<file path="src/rtl/uart_flag_pkg.sv">
package uart_flag_pkg;

    localparam int NFLAG  = 7;
    localparam int F_TBE  = 0;
    localparam int F_TEND = 1;
    localparam int F_RB1  = 2;
    localparam int F_RB2  = 3;
    localparam int F_OE   = 4;
    localparam int F_PE   = 5;
    localparam int F_FE   = 6;

    typedef enum logic [1:0] {
        LVL_EMPTY = 2'd0,
        LVL_ONE   = 2'd1,
        LVL_TWO   = 2'd2
    } fill_t;

    typedef struct packed {
        logic pe;
        logic fe;
    } err_tag_t;

    typedef struct packed {
        logic     load_empty;
        logic     load_second;
        logic     overrun;
        logic     read_fire;
        logic     read_empties;
        logic     head_new;
        err_tag_t head_tag;
        err_tag_t read_tag;
    } rx_evt_t;

    function automatic fill_t fill_less(input fill_t f);
        case (f)
            LVL_TWO: return LVL_ONE;
            default: return LVL_EMPTY;
        endcase
    endfunction

    function automatic fill_t fill_more(input fill_t f);
        case (f)
            LVL_EMPTY: return LVL_ONE;
            default:   return LVL_TWO;
        endcase
    endfunction

endpackage

</file>
<file path="src/rtl/uart_rx_store.sv">
module uart_rx_store
    import uart_flag_pkg::*;
#(
    parameter int DATA_W = 8
) (
    input  logic              clk,
    input  logic              rst,
    input  logic              sw_reset,
    input  logic              rx_done,
    input  logic [DATA_W-1:0] rx_data,
    input  logic              rx_perr,
    input  logic              rx_ferr,
    input  logic              rd_en,
    output logic [DATA_W-1:0] rd_data,
    output fill_t             level,
    output rx_evt_t           evt
);

    localparam int ENTRIES = 2;

    logic [DATA_W-1:0] dat [ENTRIES];
    err_tag_t          tag [ENTRIES];
    fill_t             lvl;
    fill_t             after_rd;
    logic              read_fire;
    logic              loading;
    logic              shift;
    err_tag_t          in_tag;

    always_comb begin
        in_tag    = '{pe: rx_perr, fe: rx_ferr};
        read_fire = rd_en && (lvl != LVL_EMPTY);
        after_rd  = read_fire ? fill_less(lvl) : lvl;
        loading   = rx_done && (after_rd != LVL_TWO);
        shift     = read_fire && (lvl == LVL_TWO);

        evt.load_empty   = loading && (after_rd == LVL_EMPTY);
        evt.load_second  = loading && (after_rd == LVL_ONE);
        evt.overrun      = rx_done && (after_rd == LVL_TWO);
        evt.read_fire    = read_fire;
        evt.read_empties = read_fire && (lvl == LVL_ONE) && !loading;
        evt.head_new     = evt.load_empty || shift;
        evt.head_tag     = evt.load_empty ? in_tag : tag[1];
        evt.read_tag     = tag[0];
    end

    always_ff @(posedge clk) begin
        if (rst || sw_reset) begin
            lvl <= LVL_EMPTY;
            for (int i = 0; i < ENTRIES; i++) begin
                dat[i] <= '0;
                tag[i] <= '0;
            end
        end else begin
            if (shift) begin
                dat[0] <= dat[1];
                tag[0] <= tag[1];
            end
            if (loading) begin
                if (after_rd == LVL_EMPTY) begin
                    dat[0] <= rx_data;
                    tag[0] <= in_tag;
                end else begin
                    dat[1] <= rx_data;
                    tag[1] <= in_tag;
                end
            end
            lvl <= loading ? fill_more(after_rd) : after_rd;
        end
    end

    assign rd_data = dat[0];
    assign level   = lvl;

    AST_OVR_HOLD: assert property (@(posedge clk) disable iff (rst)
        (rx_done && lvl == LVL_TWO && !rd_en && !sw_reset) |=> (lvl == LVL_TWO && $stable(rd_data)));

    AST_EMPTY_READ_STABLE: assert property (@(posedge clk) disable iff (rst)
        (rd_en && lvl == LVL_EMPTY && !rx_done && !sw_reset) |=> $stable(rd_data));

endmodule

</file>
<file path="src/rtl/uart_flag_cell.sv">
module uart_flag_cell (
    input  logic clk,
    input  logic rst,
    input  logic sw_reset,
    input  logic set,
    input  logic clr,
    output logic q
);

    always_ff @(posedge clk) begin
        if (rst || sw_reset) q <= 1'b0;
        else if (set)        q <= 1'b1;
        else if (clr)        q <= 1'b0;
    end

endmodule

</file>
<file path="src/rtl/uart_rxbuf_flags.sv">
module uart_rxbuf_flags
    import uart_flag_pkg::*;
#(
    parameter int DATA_W = 8
) (
    input  logic              clk,
    input  logic              rst,
    input  logic              sw_reset,
    input  logic              rx_done,
    input  logic [DATA_W-1:0] rx_data,
    input  logic              rx_perr,
    input  logic              rx_ferr,
    input  logic              rd_en,
    output logic [DATA_W-1:0] rd_data,
    input  logic              tx_wr,
    input  logic              tx_load,
    input  logic              tx_stop,
    input  logic              clr_wr,
    input  logic [NFLAG-1:0]  clr_mask,
    input  logic              en_wr,
    input  logic [NFLAG-1:0]  en_data,
    output logic [NFLAG-1:0]  flags,
    output logic              irq
);

    fill_t            level;
    rx_evt_t          evt;
    logic [NFLAG-1:0] w1c;
    logic [NFLAG-1:0] f_set;
    logic [NFLAG-1:0] f_clr;
    logic [NFLAG-1:0] irq_en;

    uart_rx_store #(.DATA_W(DATA_W)) u_store (
        .clk      (clk),
        .rst      (rst),
        .sw_reset (sw_reset),
        .rx_done  (rx_done),
        .rx_data  (rx_data),
        .rx_perr  (rx_perr),
        .rx_ferr  (rx_ferr),
        .rd_en    (rd_en),
        .rd_data  (rd_data),
        .level    (level),
        .evt      (evt)
    );

    always_comb begin
        w1c = clr_wr ? clr_mask : '0;

        f_set[F_TBE]  = tx_load && !tx_wr;
        f_clr[F_TBE]  = tx_wr;
        f_set[F_TEND] = tx_stop && flags[F_TBE];
        f_clr[F_TEND] = w1c[F_TEND];
        f_set[F_RB1]  = evt.load_empty;
        f_clr[F_RB1]  = evt.read_empties;
        f_set[F_RB2]  = evt.load_second;
        f_clr[F_RB2]  = evt.read_fire;
        f_set[F_OE]   = evt.overrun;
        f_clr[F_OE]   = w1c[F_OE];
        f_set[F_PE]   = evt.head_new && evt.head_tag.pe;
        f_clr[F_PE]   = w1c[F_PE] || (evt.read_fire && evt.read_tag.pe);
        f_set[F_FE]   = evt.head_new && evt.head_tag.fe;
        f_clr[F_FE]   = w1c[F_FE] || (evt.read_fire && evt.read_tag.fe);
    end

    for (genvar g = 0; g < NFLAG; g++) begin : g_flag
        uart_flag_cell u_cell (
            .clk      (clk),
            .rst      (rst),
            .sw_reset (sw_reset),
            .set      (f_set[g]),
            .clr      (f_clr[g]),
            .q        (flags[g])
        );
    end

    always_ff @(posedge clk) begin
        if (rst)        irq_en <= '0;
        else if (en_wr) irq_en <= en_data;
    end

    assign irq = |(flags & irq_en);

    AST_OE_STICKY: assert property (@(posedge clk) disable iff (rst)
        (flags[F_OE] && !(clr_wr && clr_mask[F_OE]) && !sw_reset) |=> flags[F_OE]);

    AST_PE_AT_HEAD: assert property (@(posedge clk) disable iff (rst)
        $rose(flags[F_PE]) |-> (level != LVL_EMPTY));

    AST_SWRST_CLEAR: assert property (@(posedge clk) disable iff (rst)
        sw_reset |=> (flags == '0 && level == LVL_EMPTY));

    AST_RB2_FULL: assert property (@(posedge clk) disable iff (rst)
        flags[F_RB2] |-> (level == LVL_TWO));

    AST_TEND_NEEDS_TBE: assert property (@(posedge clk) disable iff (rst)
        $rose(flags[F_TEND]) |-> $past(flags[F_TBE]));

endmodule

</file>
<file path="config.mk">
export PLATFORM = sky130hd
export DESIGN_NAME = uart_rxbuf_flags
export DESIGN_NICKNAME = d
export VERILOG_FILES = /design/src/rtl/uart_flag_pkg.sv /design/src/rtl/uart_rx_store.sv /design/src/rtl/uart_flag_cell.sv /design/src/rtl/uart_rxbuf_flags.sv
export SDC_FILE = /design/constraint.sdc
export NUM_CORES = 1
export LEC_CHECK = 0
export ABC_AREA = 1
export ABC_CLOCK_PERIOD_IN_PS = 4400
export BUFFER_PORTS_ARGS = -buffer_cell sky130_fd_sc_hd__buf_4
export CORE_MARGIN = 5
export CORE_UTILIZATION = 33
export DETAILED_ROUTE_END_ITERATION = 12
export PLACE_DENSITY = 0.61
export SLEW_MARGIN = 20
export SYNTH_ARGS = -nofsm -noshare
export SYNTH_HDL_FRONTEND = slang
export SYNTH_SLANG_ARGS = --single-unit
</file>
<file path="constraint.sdc">
create_clock -name clk -period 4.4 [get_ports clk]
set_clock_uncertainty 0.2 [all_clocks]
set_input_delay 0.88 -clock clk [delete_from_list [all_inputs] [get_ports clk]]
set_output_delay 0.88 -clock clk [all_outputs]
set_load 0.05 [all_outputs]
</file>
---- Word-level counts from Yosys, hierarchy flattened ----
Memories as Yosys holds them, arrays and structs flattened.
Index checks and enable logic that the tools add are counted.
storage, ports and cells
  register bits ........................... 16
  RAM bits ................................ 20
  bits of input ports ..................... 34
  output and inout port bits .............. 16
  word-level logic and storage cells ...... 92
  memories kept ........................... 2
cells by class
  eq/ne operators ......................... 5
  mux-type cells .......................... 39
  bitwise operators ....................... 7
  reduce and logical (&&, ||, !) cells .... 30
memory list
  memory       depth  width  read ports  clocked after Yosys merged registers in  wr ports  RTL line             RTL
  u_store.dat  2      8      2           0                                        2         uart_rx_store.sv:21  logic [DATA_W-1:0] dat [ENTRIES];
  u_store.tag  2      2      2           0                                        2         uart_rx_store.sv:22  err_tag_t tag [ENTRIES];
operator list
  cell                                           count
  2-to-1 mux 1 bit                               28
  2-to-1 mux 8 bit                               3
  nonzero test 2 bit                             8
  logical AND 1 bit                              14
  2-to-1 mux 2 bit                               7
  AND 7 bit                                      1
  2-to-1 mux 7 bit                               1
  OR reduction 7 bit                             1
  bitwise OR 1 bit                               6
  == test 2 x 1 -> 1 bit, second input constant  2
  == test 2 bit, second input constant           2
  logical OR 1 bit                               4
  zero test 1 bit                                2
  zero test 2 bit                                1
  inequality test 2 bit, second input constant   1

---- Longest topological paths before layout ----
Gate-level depths: netlist of the first run.
  word-level depth ........................ 9
  mapped depth ............................ 7
  depth with buffers taken out ............ 7

---- By module ----
Synthesis of the first run repeated with hierarchy kept, for this count alone.
unflattened totals
  cell total of the unflattened synthesis .. 238
  area total of the unflattened synthesis .. 1,915.6 um2
modules (own cells, without submodules)
  module            instances  cells an instance  area each (um2)  seq. area each (um2)
  uart_rx_store     1          120                1,193.6          640.6
  uart_rxbuf_flags  1          62                 362.8            140.1
  uart_flag_cell    7          8                  51.3             20.0

---- Least setup slack after synthesis of the first run ----
OpenSTA, ideal clock, no wires.
  path type ............................... input port to flip-flop
  start point ............................. input rst
  end point ............................... memory u_store.dat[0][0] (enable)
  library setup time ...................... 349 ps
  arrival time ............................ 1,705 ps
  required time ........................... 3,851 ps
  path slack .............................. 2,146 ps
  cell stages on the path ................. 5
  path buffers ............................ 2
  cell sequence ........................... buf_6 nor2_8 nand4_2 buf_2 nand3_1
RTL lines
  element             RTL line               RTL
  start: declaration  uart_rxbuf_flags.sv:7  input logic rst,
  end: declaration    uart_rx_store.sv:21

==> summary.md, run 1 <==
| Metric | Value |
|---|---|
| WL per Instance | `10.7 um` |
| Reg-to-reg slack, setup | `2.26 ns` |
| Endpoints failing hold | `0` |
| First-pass DRT Iterations | `6` |
| Port Buf Inserts | `46` |
| Final instance area | `roughly 2100 sq um` |
| Total global routing overflow | `0` |
| Share of layout cells above drive strength 1 | `0.250` |
| CTS Buffer Depth | `2` |
| Area grow syn2layout | `20.3%` |
| Number of different library cells in the post-synthesis netlist | `20` |
| Pins Over Slew Limit | `0` |
| Yosys top cell area share | `0.344` |
| First-pass GRT wire length | `~5100 um` |
| Tmin final | `2.51 ns` |
| Pin count of the biggest net entering global routing | `23` |
| Most numerous cell in the Yosys netlist | `nand2_1` |
| Clock tree from TritonCTS | `yes` |
| CTS sink cnt | `36` |
| Crit path required time | `4.13 ns` |
| Core Area | `~5100 sq um` |
| Avg Cell Area, Syn | `roughly 8 sq um` |
| Fmax | `between 300 and 400 MHz` |
| Synthesis-stage register bit count | `36` |
| Final TNS setup | `0 ns` |
| Finish-stage setup viols | `0` |
| Yosys top cell by area | `edfxtp_1` |
| Crit. End Element | `flop` |
| Placed Area | `around 2000 sq um` |
| Mapped Nets | `approximately 250` |
| EDFF count, synth | `20` |
| Yosys warns | `0` |
| Inserted Clock Buffers | `5` |
| # diodes | `0` |
| Post-DP HPWL | `between 2000 and 3000 um` |
| Reg2Reg Launch Point | `u_store.level[0]` |
| H-Tree Depth | `2` |
| Ranking of synthesized cells by area | `edfxtp_1 (34%), dfxtp_1 (18%), nand2_1 (13%)` |
| Post-CTS sizing | `0` |
| Detail-routed via count per cell | `~4.2` |
| Outcome | `finished, final reports clean` |
| Kind of critical path | `in -> reg` |
| RePlAce Congestion | `0.788` |
| Vias in the first global route | `1148` |
| Nets | `between 200 and 300` |
| Critical path launch point type | `primary input` |
| Post CTS Setup Buffer Count | `0` |
| Final wirelength | `roughly 3400 um` |
| Worst hold endpoint | `irq_en[1]` |
| Hold Path Stages | `2` |
| Cell Rows | `26` |
| DRT antenna net count | `0` |
| Lkg Pwr | `about 1.0 nW` |
| PD cells | `326 nW/um^2` |
| Initial Utilization | `0.340` |
| Slew headroom | `0.624` |
| Synth top cells by count | `nand2_1 (61), nor2_1 (28), inv_1 (24)` |
| VDD IR max | `between 0.1 and 0.15 mV` |
| # IOs | `50` |
| Final Util | `0.409` |
| CTS clk-pin slew, worst paths | `around 0.06 ns` |
| DIE HEIGHT | `between 80 and 90 um` |
| Synth Cell Area | `1750 sq um` |
| Worst hold path type | `reg -> reg` |
| Hold-fix buffers, CTS | `0` |
| Fin crit share | `0.571` |
| Crit-path max FO | `22` |
| Die ar. | `approximately 6900 sq um` |
| RSZ-0062 raised after global routing | `no` |
| HP Start | `irq_en[1]` |
| DRC errors left | `0` |
| Total number of vias | `between 1k and 1.5k` |
| Worst EP arrival | `~2.2 ns` |
| Clk_lat worst skew | `0.28 ns` |
| CTS root buf | `clkbuf_8` |
| Post-synthesis async set-or-reset flop share | `0` |
| Worst R2R Path Depth | `4` |
| Initial DRC count | `100` |
| Register area share after synthesis | `0.527` |
| R2R Path End | `u_store.dat[0][1]` |
| Primary FF master, synth | `edfxtp_1` |
| Cells after Synth | `around 210` |
| Die width | `between 80 and 90 um` |
| Gr usage total | `0.101` |
| Worst-margin pin slew | `between 0.5 and 0.6 ns` |
| Initial antenna violation count | `0` |
| Max Cap Viol | `0` |
sequential cells by signal (all words and copies together) (netlist names):
name / cells
u_store.dat: 16
g_flag.u_cell.q: 7
irq_en: 7
u_store.tag: 4
u_store.level: 2
critical path: stages:
cell,delay [ns]
buf_4,0.16
nor2_8,0.16
nand4_2,0.49
nand3_1,0.54
cells by family (layout without fill, tap and decap cells):
logic type | Yosys count | in the layout | share of synthesized area
AOI/OAI and AO/OA | 17 | 17 | 0.0537
DFF | 36 | 36 | 0.527
and+or+nand+nor | 110 | 110 | 0.271
buffers and inverters | 49 | 81 | 0.148
how the worst max path moves through the flow:
stage          cells after the start  startpoint  slack (ns)                 to
5_1_grt                            4         rst        1.77  u_store.dat[0][1]
4_1_cts                            4         rst        1.89  u_store.dat[0][5]
2_1_floorplan                      5         rst        2.15  u_store.dat[0][0]
3_5_place_dp                       4         rst        1.60  u_store.dat[0][5]
3_3_place_gp                       4         rst        1.61  u_store.dat[0][2]
6_report                           4         rst        1.89  u_store.dat[0][1]
through the flow:
stage | hold slack, ns | cells | total power [mW] | worst slack (ns)
after global placement | 0.249 | 307 | 0.486 | 1.61
final | 0.262 | 314 | 0.686 | 1.89
after floorplan | 0.240 | 212 | 0.454 | 2.15
after detailed placement | 0.256 | 307 | 0.487 | 1.60
after CTS | 0.266 | 314 | 0.691 | 1.89
after global routing | 0.291 | 314 | 0.716 | 1.77
metal layers:
metal,track usage,up-vias,part of all wire
li1,-,714,-
met1,0.139,582,0.47
met4,0.0490,0,0.021
met2,0.136,28,0.44
met3,0.0410,5,0.074
met5,0,-,0
report_power, final:
group          internal (mW)  switching (mW)
Combinational         0.0374          0.0615
Clock                  0.104           0.104
Sequential             0.373         0.00672
Total                  0.515           0.172
layout make-up:
class / instances / area [sq um]
clock buffers: 5 / 68.8
clock inverters: 2 / 7.51
fillers: 566 / 3040
inverters: 28 / 105
multi-input cells: 127 / 568
flip-flops and latches: 36 / 921
well taps: 70 / 87.6
repair buffers: 46 / 345
placed cells by master, fill, tap and decap left out:
cell type  count
inv_1         24
clkinv_1       2
inv_2          4
nand3_1       12
nand4_1        4
o21ai_0        2
nand2_1       61
nand3_2        1
clkbuf_8       5
dfxtp_1       16
edfxtp_1      20
a21oi_1       12
nor2_1        28
nand4_2        1
a21boi_0       2
buf_4         46
a21oi_2        1
nand2_2        2
nor2_8         1
(Power assumes the default switching activity.)
==> run 2, diff against run 1 <==
--- a/config.mk
+++ b/config.mk
@@ -6,12 +6,12 @@
 export NUM_CORES = 1
 export LEC_CHECK = 0
 export ABC_AREA = 1
-export ABC_CLOCK_PERIOD_IN_PS = 4400
+export ABC_CLOCK_PERIOD_IN_PS = 2300
 export BUFFER_PORTS_ARGS = -buffer_cell sky130_fd_sc_hd__buf_4
 export CORE_MARGIN = 5
 export CORE_UTILIZATION = 33
 export DETAILED_ROUTE_END_ITERATION = 12
-export PLACE_DENSITY = 0.61
+export PLACE_DENSITY = 0.63
 export SLEW_MARGIN = 20
 export SYNTH_ARGS = -nofsm -noshare
 export SYNTH_HDL_FRONTEND = slang
==> constraint.sdc (replaced) <==
create_clock -name clk -period 2.3 [get_ports clk]
set_clock_uncertainty 0.2 [all_clocks]
set_input_delay 0.46 -clock clk [delete_from_list [all_inputs] [get_ports clk]]
set_output_delay 0.46 -clock clk [all_outputs]
set_load 0.05 [all_outputs]
==> summary.md, run 2 (synthesis results as in run 1) <==
| Metric | Value |
|---|---|
| Lkg Pwr | `1.08 nW (+4.2%)` |
| Final Util | `0.427 (+0.0175)` |
| Initial Utilization | `0.340 (unchanged)` |
| Outcome | `finished, final reports clean` |
| VDD IR max | `0.311 mV (+120%)` |
| Kind of critical path | `reg -> out` |
| CTS Buffer Depth | `2 (unchanged)` |
| WL per Instance | `10.5 um (-1.6%)` |
| Post-DP HPWL | `2590 um (+0.16%)` |
| Port Buf Inserts | `46 (unchanged)` |
| Post CTS Setup Buffer Count | `0 (unchanged)` |
| First-pass GRT wire length | `5070 um (-1.3%)` |
| Share of layout cells above drive strength 1 | `0.264 (+0.0142)` |
| Max reg flops | `16 (unchanged)` |
| CTS sink cnt | `36 (unchanged)` |
| Psw | `0.346 mW (+100%)` |
| Fmax | `about 530 MHz` |
| Top reg by flops | `u_store.dat` |
| Worst-margin pin slew | `0.483 ns (-0.0792 ns)` |
| Most frequent cells in the layout | `nand2_1 (61), buf_4 (47), nor2_1 (28)` |
| Hold Path Stages | `2 (unchanged)` |
| First-pass DRT Iterations | `4 (-2)` |
| Core Area | `5140 sq um (unchanged)` |
| Die ar. | `6850 sq um (unchanged)` |
| Final wirelength | `3330 um (-0.95%)` |
| Setup ws final | `0.419 ns (-1.47 ns)` |
| Initial antenna violation count | `0 (unchanged)` |
| Combinational fraction of design power | `0.113 (-0.031)` |
| Clock tree from TritonCTS | `yes` |
| # IOs | `50 (unchanged)` |
| Gr usage total | `0.102 (+0.00100)` |
| Die width | `82.8 um (unchanged)` |
| H-Tree Depth | `2 (unchanged)` |
| Clk_lat worst skew | `0.28 ns (about the same)` |
| Pwr Total | `1.67 mW (+140%)` |
| DRT antenna net count | `0 (unchanged)` |
| Crit path required time | `1.64 ns (-2.49 ns)` |
| DIE HEIGHT | `82.8 um (unchanged)` |
| Layout Cells excl Fill | `316 (+0.64%)` |
| Footprint of the multi-input gates | `568 sq um (unchanged)` |
| Crit. End Element | `primary output` |
| Crit-path max FO | `3 (-86%)` |
| Critical path launch point type | `flop` |
| Final TNS setup | `0 ns (unchanged)` |
| Endpoints failing hold | `0 (unchanged)` |
| RSZ-0062 raised after global routing | `no` |
| Worst EP arrival | `1.22 ns (-1.02 ns)` |
| WHS | `0.119 ns (-0.143 ns)` |
| Initial DRC count | `63 (-37%)` |
| Total number of vias | `1336 (+0.53%)` |
| Max Cap Viol | `0 (unchanged)` |
| RePlAce Congestion | `0.768 (-2.5%)` |
| Fin crit share | `0.818` |
| Slew headroom | `0.678 (+0.0537)` |
| Hold-fix buffers, CTS | `0 (unchanged)` |
| Register area | `921 sq um (unchanged)` |
| Cell Rows | `26 (unchanged)` |
| CTS clk-pin slew, worst paths | `0.07 ns (about the same)` |
| Cells after DPL | `308 (+0.33%)` |
| Area grow syn2layout | `25.5%` |
| Part of the power in registers | `0.434 (-0.119)` |
| Finish-stage setup viols | `0 (unchanged)` |
| Worst R2R Path Depth | `6 (+2)` |
| Final instance area | `2190 sq um (+4.3%)` |
| Inserted Clock Buffers | `5 (unchanged)` |
| Clk pwr share | `0.453 (+0.150)` |
| Design internal power | `1.33 mW (+160%)` |
| Vias in the first global route | `1162 (+1.2%)` |
| Pins Over Slew Limit | `0 (unchanged)` |
| Net Sw Frac | `0.207 (-0.0434)` |
| Setup slack after placement | `0.339 ns (-1.26 ns)` |
| Tmin final | `1.88 ns` |
| Worst hold path type | `in -> reg` |
| # diodes | `0 (unchanged)` |
| DRC errors left | `0 (unchanged)` |
| Detail-routed via count per cell | `4.23 (-0.11%)` |
| Nets | `279 (+0.36%)` |
| Pin count of the biggest net entering global routing | `22 (-4.3%)` |
| Top flop regs | `u_store.dat (16), g_flag.u_cell.q (7), irq_en (7)` |
| CTS root buf | `clkbuf_8` |
| PD cells | `763 nW/um^2 (+130%)` |
| Placed Area | `2030 sq um (+0.37%)` |
| Fill cell count | `549 (-3.0%)` |
| Post-CTS sizing | `0 (unchanged)` |
| Commonest non-fill, non-tap cell in the layout | `nand2_1` |
| Total global routing overflow | `0 (unchanged)` |
## run 2: worst max-delay path, cell delays in order (launching register included)
cell     delay (ns)
dfxtp_1        0.34
nand2_1        0.07
nand3_1        0.09
a21oi_1        0.14
nand4_1        0.10
buf_4          0.20
## run 2: area by class of cell
class | count | area share
inverters | 28 | 0.0479
well taps | 70 | 0.0399
clock buffers | 5 | 0.0314
multi-input cells | 127 | 0.259
clock inverters | 3 | 0.0411
repair buffers | 47 | 0.161
flip-flops and latches | 36 | 0.420
## run 2: final timing paths
| path | start | end | slack, ns |
|---|---|---|---|
| worst max-delay path | g_flag[2].u_cell.q | irq | 0.42 |
| worst max register to register | u_store.level[0] | u_store.tag[0][3] | 0.58 |
| worst min-delay path | tx_wr | g_flag[0].u_cell.q | 0.12 |
| worst min register to register | irq_en[5] | irq_en[5] | 0.26 |
## run 2: metal layers
layer  global-route usage  wire length [um]  vias up
met1                0.130              1510      581
li1                     -                 -      719
met2                0.146              1490       30
met3               0.0410               244        6
met4               0.0588                80        0
met5                    0                 0        -
## run 2: power by group through the flow
| stage | Clock, mW | Sequential (mW) | Combinational [mW] |
|---|---|---|---|
| finish | 0.759 | 0.726 | 0.189 |
| global route | 0.802 | 0.729 | 0.208 |
| CTS | 0.772 | 0.726 | 0.192 |
| detailed placement | 0 | 0.741 | 0.191 |
| global placement | 0 | 0.740 | 0.190 |
| floorplan | 0 | 0.737 | 0.132 |
